===== src/rtl/rtc_stat_pkg.sv =====
package rtc_stat_pkg;
  localparam int unsigned REG_W = 32;
  localparam logic [1:0]  SIZE_WORD = 2'b10;
  localparam int BIT_SCP  = 16;
  localparam int BIT_TSOV = 12;
  localparam int BIT_INIM = 7;
  localparam int BIT_INIF = 6;
  localparam int BIT_RSY  = 5;
  localparam int BIT_YCF  = 4;
  localparam int BIT_SHP  = 3;
  localparam int BIT_AWOK = 0;
  localparam logic [REG_W-1:0] RSVD_ONES = 32'h0000_0006;
  // event flags sharing write-0-clear: tamper1, tamper0, time-stamp, alarm0
  localparam int N_EVT  = 4;
  localparam int EVT_TS = 2;
  localparam int EVT_POS [N_EVT] = '{14, 13, 11, 8};
  // mirrored status inputs: {init_ready, year_cfg, shift_pend, alrm_wr_ok}
  localparam int N_MIR = 4;
endpackage


===== src/rtl/rtc_stat_flag.sv =====
module rtc_stat_flag #(
  parameter logic RST_VAL = 1'b0,
  parameter bit   SYS_CLR = 1'b0
) (
  input  logic clk_i,
  input  logic bkp_rst_ni,
  input  logic sys_rst_ni,
  input  logic set_i,
  input  logic clr_i,
  output logic q_o
);
  logic rst_n;
  logic q;

  if (SYS_CLR) begin : g_sys
    assign rst_n = bkp_rst_ni & sys_rst_ni;
  end else begin : g_bkp
    assign rst_n = bkp_rst_ni;
  end

  // set has priority so no event is lost
  always_ff @(posedge clk_i or negedge rst_n) begin
    if (!rst_n)     q <= RST_VAL;
    else if (set_i) q <= 1'b1;
    else if (clr_i) q <= 1'b0;
  end

  assign q_o = q;

  AST_SET_WINS: assert property (@(posedge clk_i) disable iff (!rst_n)
    set_i |=> q_o) else $error("set lost");
  AST_HOLD: assert property (@(posedge clk_i) disable iff (!rst_n)
    (!set_i && !clr_i) |=> $stable(q_o)) else $error("flag moved");
endmodule


===== src/rtl/rtc_stat_mirror.sv =====
module rtc_stat_mirror #(
  parameter int unsigned W        = 4,
  parameter logic [W-1:0] RST_VAL = '0,
  parameter logic [W-1:0] SYS_MSK = '0
) (
  input  logic         clk_i,
  input  logic         bkp_rst_ni,
  input  logic         sys_rst_ni,
  input  logic [W-1:0] d_i,
  output logic [W-1:0] q_o
);
  for (genvar i = 0; i < W; i++) begin : g_bit
    logic rst_n;
    logic q;
    assign rst_n = SYS_MSK[i] ? (bkp_rst_ni & sys_rst_ni) : bkp_rst_ni;
    always_ff @(posedge clk_i or negedge rst_n) begin
      if (!rst_n) q <= RST_VAL[i];
      else        q <= d_i[i];
    end
    assign q_o[i] = q;
  end
endmodule


===== src/rtl/rtc_stat_reg.sv =====
module rtc_stat_reg
  import rtc_stat_pkg::*;
(
  input  logic             clk_i,
  input  logic             bkp_rst_ni,
  input  logic             rst_ni,
  input  logic             wr_en_i,
  input  logic [1:0]       wr_size_i,
  input  logic [REG_W-1:0] wr_data_i,
  input  logic             unlocked_i,
  output logic [REG_W-1:0] rd_data_o,
  input  logic             tamp1_det_i,
  input  logic             tamp0_det_i,
  input  logic             ts_evt_i,
  input  logic             alrm_match_i,
  input  logic             cal_wr_i,
  input  logic             cal_done_i,
  input  logic             sync_evt_i,
  input  logic             init_ready_i,
  input  logic             year_cfg_i,
  input  logic             shift_pend_i,
  input  logic             alrm_wr_ok_i
);
  logic             wr_word, wr_prot, all_rst_n;
  logic [N_EVT-1:0] evt_set, evt_q;
  logic             tsov_q, scp_q, rsy_q, initm_q;
  logic [N_MIR-1:0] mir_q;
  logic [REG_W-1:0] rd;

  assign wr_word   = wr_en_i && (wr_size_i == SIZE_WORD);
  assign wr_prot   = wr_word && unlocked_i;
  assign all_rst_n = bkp_rst_ni & rst_ni;
  assign evt_set   = {alrm_match_i, ts_evt_i, tamp0_det_i, tamp1_det_i};

  // flag byte: clearable regardless of write protection
  for (genvar i = 0; i < N_EVT; i++) begin : g_evt
    rtc_stat_flag #(.RST_VAL(1'b0), .SYS_CLR(1'b0)) u_flag (
      .clk_i, .bkp_rst_ni, .sys_rst_ni(rst_ni),
      .set_i(evt_set[i]), .clr_i(wr_word && !wr_data_i[EVT_POS[i]]),
      .q_o(evt_q[i]));
  end

  rtc_stat_flag #(.RST_VAL(1'b0), .SYS_CLR(1'b0)) u_tsov (
    .clk_i, .bkp_rst_ni, .sys_rst_ni(rst_ni),
    .set_i(ts_evt_i && evt_q[EVT_TS]), .clr_i(wr_word && !wr_data_i[BIT_TSOV]),
    .q_o(tsov_q));

  rtc_stat_flag #(.RST_VAL(1'b0), .SYS_CLR(1'b0)) u_scp (
    .clk_i, .bkp_rst_ni, .sys_rst_ni(rst_ni),
    .set_i(cal_wr_i && !initm_q), .clr_i(cal_done_i),
    .q_o(scp_q));

  rtc_stat_flag #(.RST_VAL(1'b0), .SYS_CLR(1'b1)) u_rsy (
    .clk_i, .bkp_rst_ni, .sys_rst_ni(rst_ni),
    .set_i(sync_evt_i), .clr_i(wr_prot && !wr_data_i[BIT_RSY]),
    .q_o(rsy_q));

  always_ff @(posedge clk_i or negedge all_rst_n) begin
    if (!all_rst_n)   initm_q <= 1'b0;
    else if (wr_prot) initm_q <= wr_data_i[BIT_INIM];
  end

  rtc_stat_mirror #(.W(N_MIR), .RST_VAL(4'b0001), .SYS_MSK(4'b1000)) u_mir (
    .clk_i, .bkp_rst_ni, .sys_rst_ni(rst_ni),
    .d_i({init_ready_i, year_cfg_i, shift_pend_i, alrm_wr_ok_i}),
    .q_o(mir_q));

  always_comb begin
    rd = RSVD_ONES;
    for (int i = 0; i < N_EVT; i++) rd[EVT_POS[i]] = evt_q[i];
    rd[BIT_TSOV] = tsov_q;
    rd[BIT_SCP]  = scp_q;
    rd[BIT_INIM] = initm_q;
    rd[BIT_RSY]  = rsy_q;
    rd[BIT_INIF] = mir_q[3];
    rd[BIT_YCF]  = mir_q[2];
    rd[BIT_SHP]  = mir_q[1];
    rd[BIT_AWOK] = mir_q[0];
  end

  assign rd_data_o = rd;

  AST_TS_OVERFLOW: assert property (@(posedge clk_i) disable iff (!bkp_rst_ni)
    (ts_evt_i && rd_data_o[EVT_POS[EVT_TS]]) |=> rd_data_o[BIT_TSOV])
    else $error("overflow missed");
  AST_LOCKED_INITM: assert property (@(posedge clk_i) disable iff (!all_rst_n)
    (!unlocked_i || !wr_word) |=> $stable(rd_data_o[BIT_INIM]))
    else $error("protected bit written");
  AST_NARROW_IGN: assert property (@(posedge clk_i) disable iff (!all_rst_n)
    (wr_en_i && wr_size_i != SIZE_WORD && !sync_evt_i) |=> $stable(rd_data_o[BIT_RSY]))
    else $error("narrow write took effect");
  AST_SCP_INIT: assert property (@(posedge clk_i) disable iff (!bkp_rst_ni)
    (rd_data_o[BIT_INIM] && !rd_data_o[BIT_SCP]) |=> !rd_data_o[BIT_SCP])
    else $error("calibration pending in init mode");
  AST_MIRROR: assert property (@(posedge clk_i) disable iff (!bkp_rst_ni)
    1'b1 |=> rd_data_o[BIT_YCF] == $past(year_cfg_i))
    else $error("status mirror late");
endmodule


===== config.mk =====
export PLATFORM = sky130hd
export DESIGN_NAME = rtc_stat_reg
export DESIGN_NICKNAME = d
export VERILOG_FILES = /design/src/rtl/rtc_stat_pkg.sv /design/src/rtl/rtc_stat_flag.sv /design/src/rtl/rtc_stat_mirror.sv /design/src/rtl/rtc_stat_reg.sv
export SDC_FILE = /design/constraint.sdc
export NUM_CORES = 1
export LEC_CHECK = 0
export BUFFER_PORTS_ARGS = -buffer_cell sky130_fd_sc_hd__buf_4
export CORE_ASPECT_RATIO = 0.9
export CORE_MARGIN = 4
export CORE_UTILIZATION = 32
export DETAILED_ROUTE_END_ITERATION = 7
export PLACE_DENSITY = 0.91
export SLEW_MARGIN = 20
export SYNTH_ARGS = -nofsm -noshare
export SYNTH_HDL_FRONTEND = slang
export SYNTH_SLANG_ARGS = --single-unit

===== constraint.sdc =====
create_clock -name clk_i -period 1 [get_ports clk_i]
set_input_delay 0.2 -clock clk_i [delete_from_list [all_inputs] [get_ports clk_i]]
set_output_delay 0.2 -clock clk_i [all_outputs]
set_load 0.01 [all_outputs]

# Yosys cells after proc, flatten, opt, wreduce, memory -nomap -nowiden
# Index checks and enable logic that the tools add are counted.
# W data, S select, Z words.
[op_classes]
addsub = 0
mul = 0
div = 0
order_cmp = 0
eq_ne = 1
n_shift = 0
n_mux = 14
n_bitwise = 1
reduce_logical = 24
[op_table]
columns = ["op", "count"]
rows = [
  ["$mux W1", 14],
  ["$reduce_bool A2 Y1", 7],
  ["$logic_and A1 B1 Y1", 10],
  ["$logic_not A1 Y1", 7],
  ["$eq A2 B2 Y1 const B", 1],
  ["$and A1 B1 Y1", 1],
]
[word_totals]
register_bits = 12
latch_bits = 0
ramBits = 0
rom_bits = 0
inputBits = 50
output_inout_bits = 32
word_cells = 52
mem_count = 0

# Depth between registers and ports, before layout
# Gate-level depths: netlist (run 1).
[logic_depth]
word_depth = 6
depth_mapped = 3
depth_no_buf = 2

# Hierarchy
# From an unflattened synthesis (run 1), not the netlist that was laid out.
[hier_totals]
hier_cells = 70
area_unflattened_um2 = 683.2
[by_module_without_submodules]
columns = ["mod", "n_inst", "cells_per_inst", "area_each_um2", "seq_area_each_um2"]
rows = [
  ["rtc_stat_reg", 1, 39, 285.3, 25.0],
  ["rtc_stat_flag (g_evt[0].u_flag ...)", 6, 3, 36.3, 25.0],
  ["rtc_stat_mirror", 1, 9, 137.6, 101.3],
  ["rtc_stat_flag (u_rsy)", 1, 4, 42.5, 25.0],
]

# Worst setup path before layout (run 1)
# No wires, ideal clock.
[synth_timing]
kind = "register to output"
startpoint = "register u_mir.g_bit[0].q"
endpoint = "output rd_data_o[0]"
arrival_time_ns = 0.594
required_time_ns = 0.800
setup_slack_ns = 0.206
stages_incl_launch_ff = 2
n_path_buf = 1
cell_sequence = "dfstp_2 -> buf_4"
[synth_lines]
columns = ["element", "line_no", "rtl"]
rows = [
  ["start, declared", "rtc_stat_mirror.sv:14", "logic q;"],
  ["start signal, assigned", "rtc_stat_mirror.sv:17", "if (!rst_n) q <= RST_VAL[i];"],
  ["start signal, assigned", "rtc_stat_mirror.sv:18", "else q <= d_i[i];"],
  ["end, declared", "rtc_stat_reg.sv:11", "output logic [REG_W-1:0] rd_data_o,"],
]
# No word-level cell between the ends.

# Worst setup path after layout (run 1)
[layout_timing]
startpoint = "register u_mir.g_bit[0].q"
endpoint = "output rd_data_o[0]"
# No word-level cell between the ends.

==> flow_metrics.py, run 1 <==
metrics = {
    "run_status": {
        "status": "finished, violations left",
        "violations": "negative setup slack",
    },
    "final_layout": {
        "regArea_um2": 302,
        "layout-drive-gt1-share": 0.437,
        "nFillCells": 193,
        "diodes": 0,
        "layout-area-overhead-vs-synth_pct": 34.8,
        "finalNetCount": 154,
        "multi_input_comb_area_um2": 193,
        "design_area_um2": 921,
        "finalNonFillerCells": 128,
    },
    "hold_path": {
        "min_from": "init_ready_i",
        "min_path_type": "in -> reg",
    },
    "worst_setup_path": {
        "slowest_stage": "dfstp_2",
        "worst_r2r_startpoint": "g_evt[2].u_flag.q_o$_DFFE_PN0P_",
        "cp_top_family": "flip-flops",
        "startpoint_type": "flip-flop",
        "startpoint": "u_mir.g_bit[0].q$_DFF_PN1_",
        "arrival_ns": 0.87,
        "required_ns": 0.80,
        "crit_type": "reg -> out",
        "cp_num_buf_inv": 1,
        "cp.depth": 1,
        "slowest_delay_ns": 0.52,
        "r2r_setup_slack_ns": 0.05,
        "r2r_cells": 3,
        "r2r-end": "u_tsov.q_o$_DFFE_PN0P_",
        "cp-endpoint": "rd_data_o[0]",
        "critPathMaxFanout": 1,
        "end_kind": "output port",
        "crit_chain": "buf_6",
    },
    "logic_synthesis": {
        "synth_mux_area_frac": 0.0165,
        "ys_top_cells_by_area": "dfrtp_1 40%, buf_4 35%, nor2_1 5.5%",
        "synth_seq_cells": 12,
        "synth_flop_cell": "dfrtp_1",
        "ys_async_sr_fraction": 1.00,
        "syn_inst": 72,
        "synth.distinct_cells": 16,
        "seq_area_frac_synth": 0.441,
        "synth_fa_ha_area_frac": 0,
        "syn-cell-area_um2": 683,
        "synthXorXnorAreaFrac": 0,
        "synth_top_area_cell": "dfrtp_1",
        "synth_common_cells": "32 x buf_4, 11 x dfrtp_1, 10 x nor2_1",
        "synthDominantCellAreaShare": 0.403,
        "synthSimpleGateAreaFrac": 0.0897,
        "synth_most_common_cell": "buf_4",
        "synth_area_per_cell_um2": 9.49,
        "synth_top_family_by_area": "buffers and inverters",
        "yosysWarnings": 0,
        "synth-edff-count": 0,
        "synth_compound_area_frac": 0.0659,
    },
    "placement": {
        "postPlaceCellArea_um2": 807,
        "port_buffers": 36,
        "dpl.cell_count": 118,
        "pre_cts_slack_ns": 0.0927,
        "dpl.hpwl_mm": 1.12,
        "routabilityCongestion": 0.622,
    },
    "timing": {
        "hold_viol": 0,
        "setup_viol": 3,
        "fin_setup_tns_ns": -0.0733,
        "drv_slew": 0,
        "skew_ns": 0.0000440,
        "timing.final.crit_share": 1.07,
        "fin_ws_ns": -0.0693,
        "period_minus_slack_ns": 1.07,
        "max_freq_mhz": 935,
        "grt_setup_unrepaired": "true",
    },
    "global_route": {
        "grt_pass1_wl_mm": 2.04,
        "grt_max_degree": 11,
        "grt_antenna_before_repair": 0,
        "grt_overflow": 0,
        "grt_usage": 0.0944,
        "grt_pass1_vias": 500,
    },
    "power": {
        "ir_drop_mv": 0.850,
        "p_switching_mw": 0.279,
        "internal-power_mw": 0.830,
        "total_power_mw": 1.11,
        "p_leak_nw": 0.479,
        "swShare": 0.252,
        "clkPwrFrac": 0.270,
        "power_frac_comb": 0.244,
        "power_density_mw_per_mm2": 1200,
        "seq_power_share": 0.487,
    },
    "die": {
        "core_area_mm2": 0.00197,
        "rows": 15,
        "ioPinCount": 82,
        "die_height_um": 51.8,
        "dieArea_mm2": 0.00294,
        "initial_utilization": 0.347,
        "chipWidth_um": 56.7,
    },
    "routing": {
        "ant_nets": 0,
        "drc": 0,
        "num_vias": 497,
        "routed_wl_mm": 1.35,
        "detail_route.first_pass.iterations": 2,
        "via_per_inst": 3.88,
        "drt_iter0_drc": 2,
        "avgRoutedWirePerCell_um": 10.6,
    },
    "clock_network": {
        "cts_tree": "yes",
        "clock-sinks": 12,
        "clock_path_buffers": 2,
        "clk_pin_slew_ns": 0.08,
        "insertion_delay_ns": 0.27,
        "cts_root_buffer": "clkbuf_4",
        "cts_buffers": 3,
        "h-tree-depth": 1,
    },
    "job": {
        "drv_cap": 0,
    },
}
[stage by stage]
step	utilization	hold slack, ns
detailed placement	0.410	0.0366
global placement	0.410	0.0343
floorplan	-	-0.0956
CTS	0.454	0.0230
finish	0.467	0.0296
global route	0.467	0.0145
[metal layers]
layer	GRT usage	vias up	wire length (um)
met4	0.0237	0	10
met5	0	-	0
met1	0.0754	223	359
li1	-	236	-
met3	0.0645	2	209
met2	0.185	36	772
[worst min path at each step]
stage,depth (start not counted),to
3_5_place_dp,1,g_evt[3].u_flag.q_o$_DFFE_PN0P_
6_report,1,u_mir.g_bit[3].q$_DFF_PN0_
4_1_cts,1,u_mir.g_bit[3].q$_DFF_PN0_
5_1_grt,1,u_mir.g_bit[3].q$_DFF_PN0_
3_3_place_gp,1,g_evt[3].u_flag.q_o$_DFFE_PN0P_
2_1_floorplan,0,g_evt[0].u_flag.q_o$_DFFE_PN0P_
[registers in the layout, indices dropped and copies added (netlist names)]
name / cells
g_evt.u_flag.q_o: 4
u_mir.g_bit.q: 4
initm_q: 1
u_rsy.q_o: 1
u_scp.q_o: 1
u_tsov.q_o: 1
[power by group through the flow]
stage	clock network (mW)	logic, mW	registers (mW)
3_5_place_dp	0	0.226	0.546
2_1_floorplan	0	0.191	0.542
3_3_place_gp	0	0.219	0.547
6_report	0.299	0.270	0.540
5_1_grt	0.335	0.294	0.544
4_1_cts	0.311	0.261	0.536
[cells by family after synthesis]
logic type      Yosys count
other cells               2
compound gates            8
simple gates             13
flops                    12
mux                       1
buf+inv                  36
[cell type report]
class / instances / area share
Tap cell: 25 / 0.0340
Sequential cell: 12 / 0.327
Timing Repair Buffer: 42 / 0.389
Multi-Input combinational cell: 42 / 0.209
Inverter: 3 / 0.0122
Clock buffer: 4 / 0.0285
[what timing repair did]
action                                  in CTS  in global routing
gates cloned                                 0                  0
hold buffers                                 2                  0
hold endpoints to repair                    12                  0
endpoints found under the setup margin       5                 10
resized for setup                            5                  5
setup buffers                                3                  1
[cells in the final DEF (no fill, tap or decap), types with 2 or more instances in the layout]
| master | Yosys | layout |
|---|---|---|
| buf_4 | 32 | 30 |
| conb_1 | 2 | 20 |
| dfrtp_1 | 11 | 11 |
| nor2_1 | 10 | 10 |
| buf_6 | 0 | 10 |
| a21oi_1 | 4 | 4 |
| inv_1 | 3 | 3 |
| clkbuf_4 | 0 | 3 |
| dlygate4sd3_1 | 0 | 2 |
(Power assumes the default switching activity.)
==> inputs of run 2 (changes only) <==
--- a/config.mk
+++ b/config.mk
@@ -11,6 +11,7 @@
 export CORE_UTILIZATION = 32
 export DETAILED_ROUTE_END_ITERATION = 7
 export PLACE_DENSITY = 0.91
+export RECOVER_POWER = 25
 export SLEW_MARGIN = 20
 export SYNTH_ARGS = -nofsm -noshare
 export SYNTH_HDL_FRONTEND = slang
==> flow_metrics.py, run 2 (same netlist as run 1, synthesis figures left out) <==
metrics = {
    "worst_setup_path": {
        "required_ns": 0.80,
        "cp.depth": 1,
        "crit_type": "reg -> out",
        "arrival_ns": 0.87,
        "critPathMaxFanout": 1,
        "cp_num_buf_inv": 1,
        "cp_top_family": "flip-flops",
        "end_kind": "output port",
        "slowest_delay_ns": 0.52,
        "slowest_stage": "dfstp_2",
        "startpoint_type": "flip-flop",
        "crit_chain": "buf_6",
        "r2r_cells": 3,
    },
    "clock_network": {
        "clock-sinks": 12,
        "cts_tree": "yes",
        "h-tree-depth": 1,
        "insertion_delay_ns": 0.27,
        "clk_pin_slew_ns": 0.08,
        "clock_path_buffers": 2,
        "cts_root_buffer": "clkbuf_4",
        "cts_buffers": 3,
    },
    "placement": {
        "routabilityCongestion": 0.622,
        "dpl.cell_count": 118,
        "dpl.hpwl_mm": 1.12,
        "port_buffers": 36,
    },
    "run_status": {
        "status": "finished, violations left",
        "violations": "negative setup slack",
    },
    "die": {
        "ioPinCount": 82,
        "dieArea_mm2": 0.00294,
        "core_area_mm2": 0.00197,
        "initial_utilization": 0.347,
        "chipWidth_um": 56.7,
        "die_height_um": 51.8,
        "rows": 15,
    },
    "final_layout": {
        "finalNonFillerCells": 128,
        "final_common_cell": "buf_4",
        "multi_input_comb_area_um2": 193,
        "layout-drive-gt1-share": 0.427,
        "fin_util": 0.465,
        "nFillCells": 195,
        "layout-area-overhead-vs-synth_pct": 34.2,
        "diodes": 0,
        "final_cell_mix": "25 x buf_4, 20 x conb_1, 11 x dfrtp_1",
        "finalNetCount": 154,
        "regArea_um2": 302,
    },
    "global_route": {
        "grt_usage": 0.0944,
        "grt_overflow": 0,
        "grt_antenna_before_repair": 0,
        "grt_pass1_wl_mm": 2.04,
        "grt_max_degree": 11,
        "grt_pass1_vias": 500,
    },
    "power": {
        "ir_drop_mv": 0.849,
        "power_density_mw_per_mm2": 1210,
        "p_leak_nw": 0.475,
    },
    "routing": {
        "drt_iter0_drc": 2,
        "avgRoutedWirePerCell_um": 10.5,
        "top_layer": "met4",
        "detail_route.first_pass.iterations": 2,
        "via_per_inst": 3.88,
        "num_vias": 497,
        "route.met2.wl_um": 769,
        "routed_wl_mm": 1.35,
        "wl_met3_um": 209,
        "ant_nets": 0,
        "drc": 0,
        "drt-met1-wl_um": 356,
    },
    "timing": {
        "timing.final.crit_share": 1.07,
        "slew_headroom": 0.652,
        "period_minus_slack_ns": 1.07,
        "grt_setup_unrepaired": "true",
        "skew_ns": 0.0000440,
        "setup_viol": 3,
        "hold_viol": 0,
        "worst_pin_slew_ns": 0.522,
        "drv_slew": 0,
        "max_freq_mhz": 935,
        "fin_ws_ns": -0.0691,
    },
    "hold_path": {
        "holdPathStages": 1,
        "min_path_type": "in -> reg",
    },
    "job": {
        "drv_cap": 0,
    },
}
-- run 2: cell count changes in the layout (fill, tap and decap cells not counted), sizes merged --
cell and delta:
clkbuf +5, buf -5
-- run 2: layout make-up --
class,instances,area share
Clock buffer,4,0.0286
Timing Repair Buffer,42,0.386
Inverter,3,0.0123
Multi-Input combinational cell,42,0.210
Sequential cell,12,0.329
Tap cell,25,0.0341
-- run 2: timing repair --
action,CTS,global route
resized for setup,5,5
hold buffers,2,0
setup buffers,3,1
setup endpoints to repair,5,10
gates cloned,0,0
endpoints found under the hold margin,12,0
-- run 2: metrics by stage --
| step | setup slack, ns | area (um^2) | total power [mW] | setup TNS (ns) | hold slack, ns |
|---|---|---|---|---|---|
| CTS | -0.0822 | 895 | 1.11 | -0.0978 | 0.0230 |
| detailed placement | 0.0927 | 807 | 0.773 | 0 | 0.0366 |
| floorplan | 0.206 | 751 | 0.733 | 0 | -0.0956 |
| global route | -0.102 | 917 | 1.17 | -0.548 | 0.0319 |
| finish | -0.0691 | 917 | 1.11 | -0.0732 | 0.0512 |
| global placement | 0.0945 | 807 | 0.767 | 0 | 0.0343 |
-- run 2: power breakdown --
group          internal [mW]  switching (mW)  total [mW]
logic                  0.154           0.114       0.268
registers              0.520          0.0204       0.540
clock network          0.154           0.145       0.299
-- run 2: metal layers --
layer	global-route usage	up-vias
met5	0	-
met4	0.0237	0
met3	0.0645	2
met2	0.185	36
met1	0.0754	223
li1	-	236
-- run 2: worst paths after layout --
check,slack [ns],endpoint,start
max,-0.07,rd_data_o[0],u_mir.g_bit[0].q$_DFF_PN1_
min,0.05,u_mir.g_bit[3].q$_DFF_PN0_,init_ready_i
max reg2reg,0.05,u_tsov.q_o$_DFFE_PN0P_,g_evt[2].u_flag.q_o$_DFFE_PN0P_
min reg2reg,0.54,g_evt[3].u_flag.q_o$_DFFE_PN0P_,g_evt[3].u_flag.q_o$_DFFE_PN0P_
max in group asynchronous,0.07,initm_q$_DFFE_PN0P_,bkp_rst_ni
min in group asynchronous,0.36,u_rsy.q_o$_DFFE_PN0P_,rst_ni
